`config.mk`:
```
export PLATFORM = sky130hd
export DESIGN_NAME = flash_ecc_capture
export DESIGN_NICKNAME = d
export VERILOG_FILES = /design/src/rtl/flash_ecc_capture.sv
export SDC_FILE = /design/constraint.sdc
export NUM_CORES = 1
export LEC_CHECK = 0
export BUFFER_PORTS_ARGS = -buffer_cell sky130_fd_sc_hd__buf_2
export CORE_ASPECT_RATIO = 0.75
export CORE_MARGIN = 2
export CORE_UTILIZATION = 38
export CTS_CLUSTER_DIAMETER = 50
export DETAILED_ROUTE_END_ITERATION = 7
export PLACE_DENSITY = 0.66
export SLEW_MARGIN = 20
export SYNTH_ARGS = -nofsm -noshare
export SYNTH_HDL_FRONTEND = slang
export SYNTH_SLANG_ARGS = --single-unit
```
`constraint.sdc`:
```
create_clock -name clk -period 1.9 [get_ports clk]
set_input_delay 0.19 -clock clk [delete_from_list [all_inputs] [get_ports clk]]
set_output_delay 0.19 -clock clk [all_outputs]
set_load 0.01 [all_outputs]
```
`src/rtl/flash_ecc_capture.sv`:
```
module flash_ecc_capture #(
  parameter int ADDR_W = 32,
  parameter int MST_W  = 4
) (
  input  logic              clk,
  input  logic              rst_n,
  input  logic              bus_sel,
  input  logic              bus_ready,
  input  logic [ADDR_W-1:0] bus_addr,
  input  logic [MST_W-1:0]  bus_master,
  input  logic              bus_write,
  input  logic [2:0]        bus_size,
  input  logic [3:0]        bus_prot,
  input  logic [31:0]       bus_data,
  input  logic              ecc_corr,
  input  logic              ecc_uncorr,
  input  logic [3:0]        reg_addr,
  input  logic              reg_wr,
  input  logic [7:0]        reg_wdata,
  output logic [7:0]        reg_rdata
);
  localparam logic [3:0] OFS_MST  = 4'd4;
  localparam logic [3:0] OFS_ATTR = 4'd5;
  localparam logic [3:0] OFS_CFG  = 4'd6;
  localparam logic [3:0] OFS_STAT = 4'd7;

  logic [ADDR_W-1:0] hold_addr, cap_addr;
  logic [MST_W-1:0]  hold_mst, cap_mst;
  logic [7:0]        hold_attr;
  logic [3:0]        cap_hi;
  logic [3:0]        cap_prot;
  logic [31:0]       cap_data;
  logic [7:0]        cfg;
  logic [1:0]        flg;
  logic              dp_act;

  wire addr_take = bus_sel & bus_ready;
  wire dp_done   = dp_act & bus_ready;
  wire take_unc  = dp_done & ecc_uncorr & cfg[1];
  wire take_cor  = dp_done & ecc_corr & cfg[0];
  wire capture   = take_unc | take_cor;
  wire stat_wr   = reg_wr & (reg_addr == OFS_STAT);
  wire [1:0] flg_set = {take_unc, take_cor & ~take_unc};
  wire [1:0] flg_clr = stat_wr ? reg_wdata[1:0] : 2'b00;

  always_ff @(posedge clk or negedge rst_n) begin
    if (!rst_n) begin
      hold_addr <= '0;
      hold_mst  <= '0;
      hold_attr <= '0;
      dp_act    <= 1'b0;
    end else if (bus_ready) begin
      dp_act <= bus_sel;
      if (addr_take) begin
        hold_addr <= bus_addr;
        hold_mst  <= bus_master;
        hold_attr <= {bus_write, bus_size, bus_prot};
      end
    end
  end

  always_ff @(posedge clk or negedge rst_n) begin
    if (!rst_n) begin
      cap_addr <= '0;
      cap_mst  <= '0;
      cap_hi   <= '0;
      cap_data <= '0;
    end else if (capture) begin
      cap_addr <= hold_addr;
      cap_mst  <= hold_mst;
      cap_hi   <= hold_attr[7:4];
      cap_data <= bus_data;
    end
  end

  always_ff @(posedge clk) begin
    if (capture) cap_prot <= hold_attr[3:0];
  end

  always_ff @(posedge clk or negedge rst_n) begin
    if (!rst_n) begin
      cfg <= '0;
      flg <= '0;
    end else begin
      if (reg_wr && reg_addr == OFS_CFG) cfg <= reg_wdata;
      flg <= (flg & ~flg_clr) | flg_set;
    end
  end

  wire [31:0] addr32 = 32'(cap_addr);

  always_comb begin
    case (reg_addr)
      4'd0:     reg_rdata = addr32[7:0];
      4'd1:     reg_rdata = addr32[15:8];
      4'd2:     reg_rdata = addr32[23:16];
      4'd3:     reg_rdata = addr32[31:24];
      OFS_MST:  reg_rdata = 8'(cap_mst);
      OFS_ATTR: reg_rdata = {cap_hi, cap_prot};
      OFS_CFG:  reg_rdata = cfg;
      OFS_STAT: reg_rdata = {6'd0, flg};
      4'd8:     reg_rdata = cap_data[7:0];
      4'd9:     reg_rdata = cap_data[15:8];
      4'd10:    reg_rdata = cap_data[23:16];
      4'd11:    reg_rdata = cap_data[31:24];
      default:  reg_rdata = 8'd0;
    endcase
  end

  p_capture_set_r1: assert property (@(posedge clk) disable iff (!rst_n)
    capture |=> (cap_addr == $past(hold_addr)) && (cap_mst == $past(hold_mst))
                && (cap_data == $past(bus_data)));

  p_cor_flag_r2: assert property (@(posedge clk) disable iff (!rst_n)
    (dp_act && bus_ready && ecc_corr && cfg[0] && !(ecc_uncorr && cfg[1])) |=> flg[0]);

  p_unc_flag_r2: assert property (@(posedge clk) disable iff (!rst_n)
    (dp_act && bus_ready && ecc_uncorr && cfg[1]) |=> flg[1]);

  p_hold_quiet_r4: assert property (@(posedge clk) disable iff (!rst_n)
    !capture |=> $stable(cap_addr) && $stable(cap_mst) && $stable(cap_hi) && $stable(cap_data));

  p_attr_pack_r5: assert property (@(posedge clk) disable iff (!rst_n)
    capture |=> cap_hi == $past(hold_attr[7:4]));

  p_disabled_r9: assert property (@(posedge clk) disable iff (!rst_n)
    (!(ecc_corr && cfg[0]) && !(ecc_uncorr && cfg[1]) && !stat_wr) |=> $stable(flg));

  p_w1c_r10: assert property (@(posedge clk) disable iff (!rst_n)
    (stat_wr && reg_wdata[0] && !(dp_done && ecc_corr && cfg[0])) |=> !flg[0]);

  p_unc_prio_r11: assert property (@(posedge clk) disable iff (!rst_n)
    (take_unc && take_cor && !flg[0] && !stat_wr) |=> !flg[0]);

  p_pipe_r12: assert property (@(posedge clk) disable iff (!rst_n)
    (addr_take && !capture) |=> (hold_addr == $past(bus_addr)) && $stable(cap_addr));
endmodule

```
==> results by group <==
Detailed routing
  • ANT nets after route: 0
  • Drt pass-1 iters: 4
  • Detailed Route WL: 13800 um
  • Vias per std cell: 5.03
  • Avg WL per Cell: 18.1 um
  • DR DRC count: 0
  • 1st-iter DRT viols: 212
  • Via Count: 3851

Power and ir drop
  • Pwr Total: 9.64 mW
  • Clk pwr share: 34.0%
  • Int Power: 7.03 mW
  • Maximum vdd drop: 0.711 mV
  • Sw frac: 27.0%
  • Pleak: 3.37 nW
  • Switching power: 2.60 mW
  • Cell Pwr Density: 1270 nW/um^2
  • Part of the power in registers: 46.2%
  • Combinational power share: 19.8%

Worst setup path
  • Worst Setup EP: reg_rdata[2]
  • Critical path launch point type: flip-flop
  • Critical Path Start: addr32[10]
  • Crit path required time: 1710 ps
  • CP cell instances: mux4_2, a221o_1, buf_2
  • CP peak stage delay: 450 ps
  • Reg2reg start: cfg[0]
  • Flop-to-flop setup slack: 390 ps
  • CP max-delay cell: mux4_2
  • Worst Reg-to-Reg Cells: 4
  • CP Capture Type: output port
  • Worst reg2reg path endpoint: cap_data[27]
  • Crit path DAT: 1770 ps
  • Worst Path Max Fanout: 2
  • Setup Crit Path Kind: reg2out

Final layout
  • Area grow syn2layout: 33.2%
  • Reg area: 3300 um^2
  • Final nets: 648
  • Number of diodes: 0
  • Layout cells sized above 1: 53.5%
  • Multi-input logic area: 2350 um^2
  • Design Area, Final: 7610 um^2
  • # fillers: 1246
  • Finished Layout Cells: 766
  • Final core utilization: 52.2%

Timing
  • RSZ-0062 raised after global routing: yes
  • Setup TNS: -99.6 ps
  • Setup violations, final: 2
  • Period minus WS final: 1960 ps
  • Final Hold Viols: 0
  • Worst Max-Slew Pin Slew: 497 ps
  • Max-slew headroom: 66.9%
  • Hold_ws: 11.1 ps
  • Count of final max-slew check failures: 0
  • Worst setup margin: -60.4 ps
  • Final setup skew: 6.35 ps
  • Fmax achieved: 0.510 GHz
  • Final Cycle Share: 103%

Worst hold path
  • HP Class: in2reg

Global routing
  • Grt total ovfl: 0
  • Tot GR Track Use: 18.3%
  • First-pass GRT wire length: 22000 um
  • Initial antenna violation count: 0
  • Vias in the first global route: 4019
  • Largest net degree at the start of global routing: 46

Clock network
  • CTS tree: yes
  • CTS buffer count: 17
  • Clk Latency, worst-skew pair: 410 ps
  • Max clock buf depth: 2
  • H-tree depth: 4
  • CTS root buffer: clkbuf_16
  • Clock sinks: 131
  • Worst-path clk slew: 60 ps

Yosys
  • Mapped Area: 5720 um^2
  • Syn Nets: 493
  • Yosys warning count: 0
  • Post-synthesis sequential area ratio: 57.7%
  • Yosys cell types: 44
  • Cells after synthesis: 398
  • Mean Syn Cell Area: 14.4 um^2
  • Register bit total from synthesis: 131

Floorplanning
  • Die X: 146 um
  • Chip height: 110 um
  • Die Area: 16100 um^2
  • Core area: 14600 um^2
  • I/O Pins: 103
  • Row count: 38
  • Starting Density: 39.2%

Run status
  • Failing checks: negative setup slack
  • Status: finished, violations left

Placed design
  • Placed inst area: 6560 um^2
  • Number of buffers added on ports: 102
  • Place WS: 104 ps
  • Post-DP HPWL: 10100 um
  • Placed Cells: 697
  • Gpl congestion: 0.946

Run
  • Max_cap viols: 0
worst min-delay path by stage:
stage	from	endpoint	cells after the start
finish	bus_addr[28]	hold_addr[28]	2
global placement	rst_n	cap_data[28]	1
detailed placement	rst_n	cap_data[29]	1
global route	bus_prot[0]	hold_attr[0]	2
CTS	bus_data[29]	cap_data[29]	2
floorplan	rst_n	addr32[0]	0
per-layer routing:
layer,up-vias,share of wire [%],global-route usage [%]
met1,1947,49,25.9
met4,0,0.87,5.46
met3,13,6.3,5.64
li1,1780,-,-
met2,111,44,27.3
met5,-,0,0
Yosys cell counts, drive strengths merged:
master / n / area, um^2
or3: 3 / 18.8
nand3b: 2 / 15.0
o22ai: 6 / 37.5
nand2: 11 / 41.3
mux2i: 14 / 140
a32oi: 2 / 17.5
a21oi: 4 / 20.0
and3: 5 / 31.3
a311oi: 3 / 26.3
a221o: 2 / 20.0
nor2: 11 / 43.8
dfrtp: 127 / 3180
a221oi: 6 / 52.6
a21o: 1 / 7.51
o211ai: 1 / 7.51
o22a: 1 / 8.76
or3b: 1 / 8.76
a211o: 1 / 8.76
o2bb2ai: 2 / 17.5
edfxtp: 4 / 120
nand4: 1 / 6.26
o21ai: 5 / 28.8
and2b: 2 / 15.0
o221ai: 1 / 8.76
mux2: 127 / 1430
a22oi: 5 / 37.5
nor2b: 5 / 33.8
nand2b: 4 / 25.0
and2: 2 / 12.5
inv: 3 / 11.3
nand3: 4 / 20.0
a211oi: 1 / 7.51
a2111oi: 1 / 15.0
mux4: 2 / 48.8
nor3: 2 / 10.0
a22o: 3 / 26.3
buf: 23 / 159
state kept, by name, indices dropped and copies added, names as in the netlist:
register and cells:
addr32 32, cap_data 32, cap_hi 4, cap_mst 4
cap_prot 4, cfg 8, dp_act 1, flg 2
hold_addr 32, hold_attr 8, hold_mst 4
power groups by stage:
stage,Combinational [mW],Clock [mW],Sequential [mW]
6_report,1.91,3.28,4.45
5_1_grt,2.10,3.47,4.55
4_1_cts,1.88,3.33,4.43
3_5_place_dp,1.79,0,4.46
3_3_place_gp,1.71,0,4.45
2_1_floorplan,1.34,0,4.12
area by class of cell:
type | count | share of cell area, %
Clock buffer | 20 | 5.74
Clock inverter | 12 | 2.05
Inverter | 3 | 0.148
Multi-Input combinational cell | 241 | 30.9
Sequential cell | 131 | 43.3
Tap cell | 200 | 3.29
Timing Repair Buffer | 159 | 14.6
kinds of logic (layout without fill, tap and decap cells):
| kind of cell | Yosys count | in the layout | share of synthesized area, % |
|---|---|---|---|
| muxes | 143 | 143 | 28.3 |
| AOI/OAI and AO/OA | 45 | 45 | 6.09 |
| buffers and inverters | 26 | 194 | 2.98 |
| DFF | 131 | 131 | 57.7 |
| and+or+nand+nor | 53 | 53 | 4.92 |
worst max-delay path, delay by kind of cell, from the launching register on:
| family | cells | cell delay [ps] |
|---|---|---|
| muxes | 1 | 450 |
| AOI/OAI and AO/OA | 1 | 350 |
| buffers and inverters | 1 | 160 |
| DFF | 1 | 410 |
timing repair:
| action | in CTS | in global routing |
|---|---|---|
| hold buffers | 36 | 0 |
| endpoints found under the setup margin | 5 | 8 |
| pin swaps | 2 | 5 |
| resized for setup | 5 | 13 |
| hold endpoints to repair | 65 | 0 |
| buffers inserted | 1 | 0 |
cell usage in the layout, fill, tap and decap left out, types with 3 or more instances in the layout:
cell | netlist | routed
dlygate4sd3_1 | 0 | 36
nor2_1 | 10 | 10
nand2b_1 | 4 | 4
nor2b_1 | 4 | 4
bufinv_16 | 0 | 3
nand3_1 | 4 | 4
dfrtp_1 | 127 | 127
clkbuf_1 | 0 | 3
o21ai_0 | 4 | 4
buf_2 | 10 | 100
o22ai_1 | 6 | 6
mux2i_1 | 14 | 14
nand2_1 | 11 | 10
buf_12 | 0 | 6
mux2_2 | 127 | 126
a22oi_1 | 5 | 3
a22o_1 | 3 | 3
clkinv_4 | 0 | 3
clkinv_2 | 0 | 3
a221oi_2 | 0 | 6
and3_1 | 5 | 4
a21oi_1 | 4 | 3
clkbuf_16 | 0 | 17
buf_4 | 10 | 16
or3_1 | 3 | 3
edfxtp_1 | 4 | 4
No activity file was read; power rests on OpenSTA's default activity.
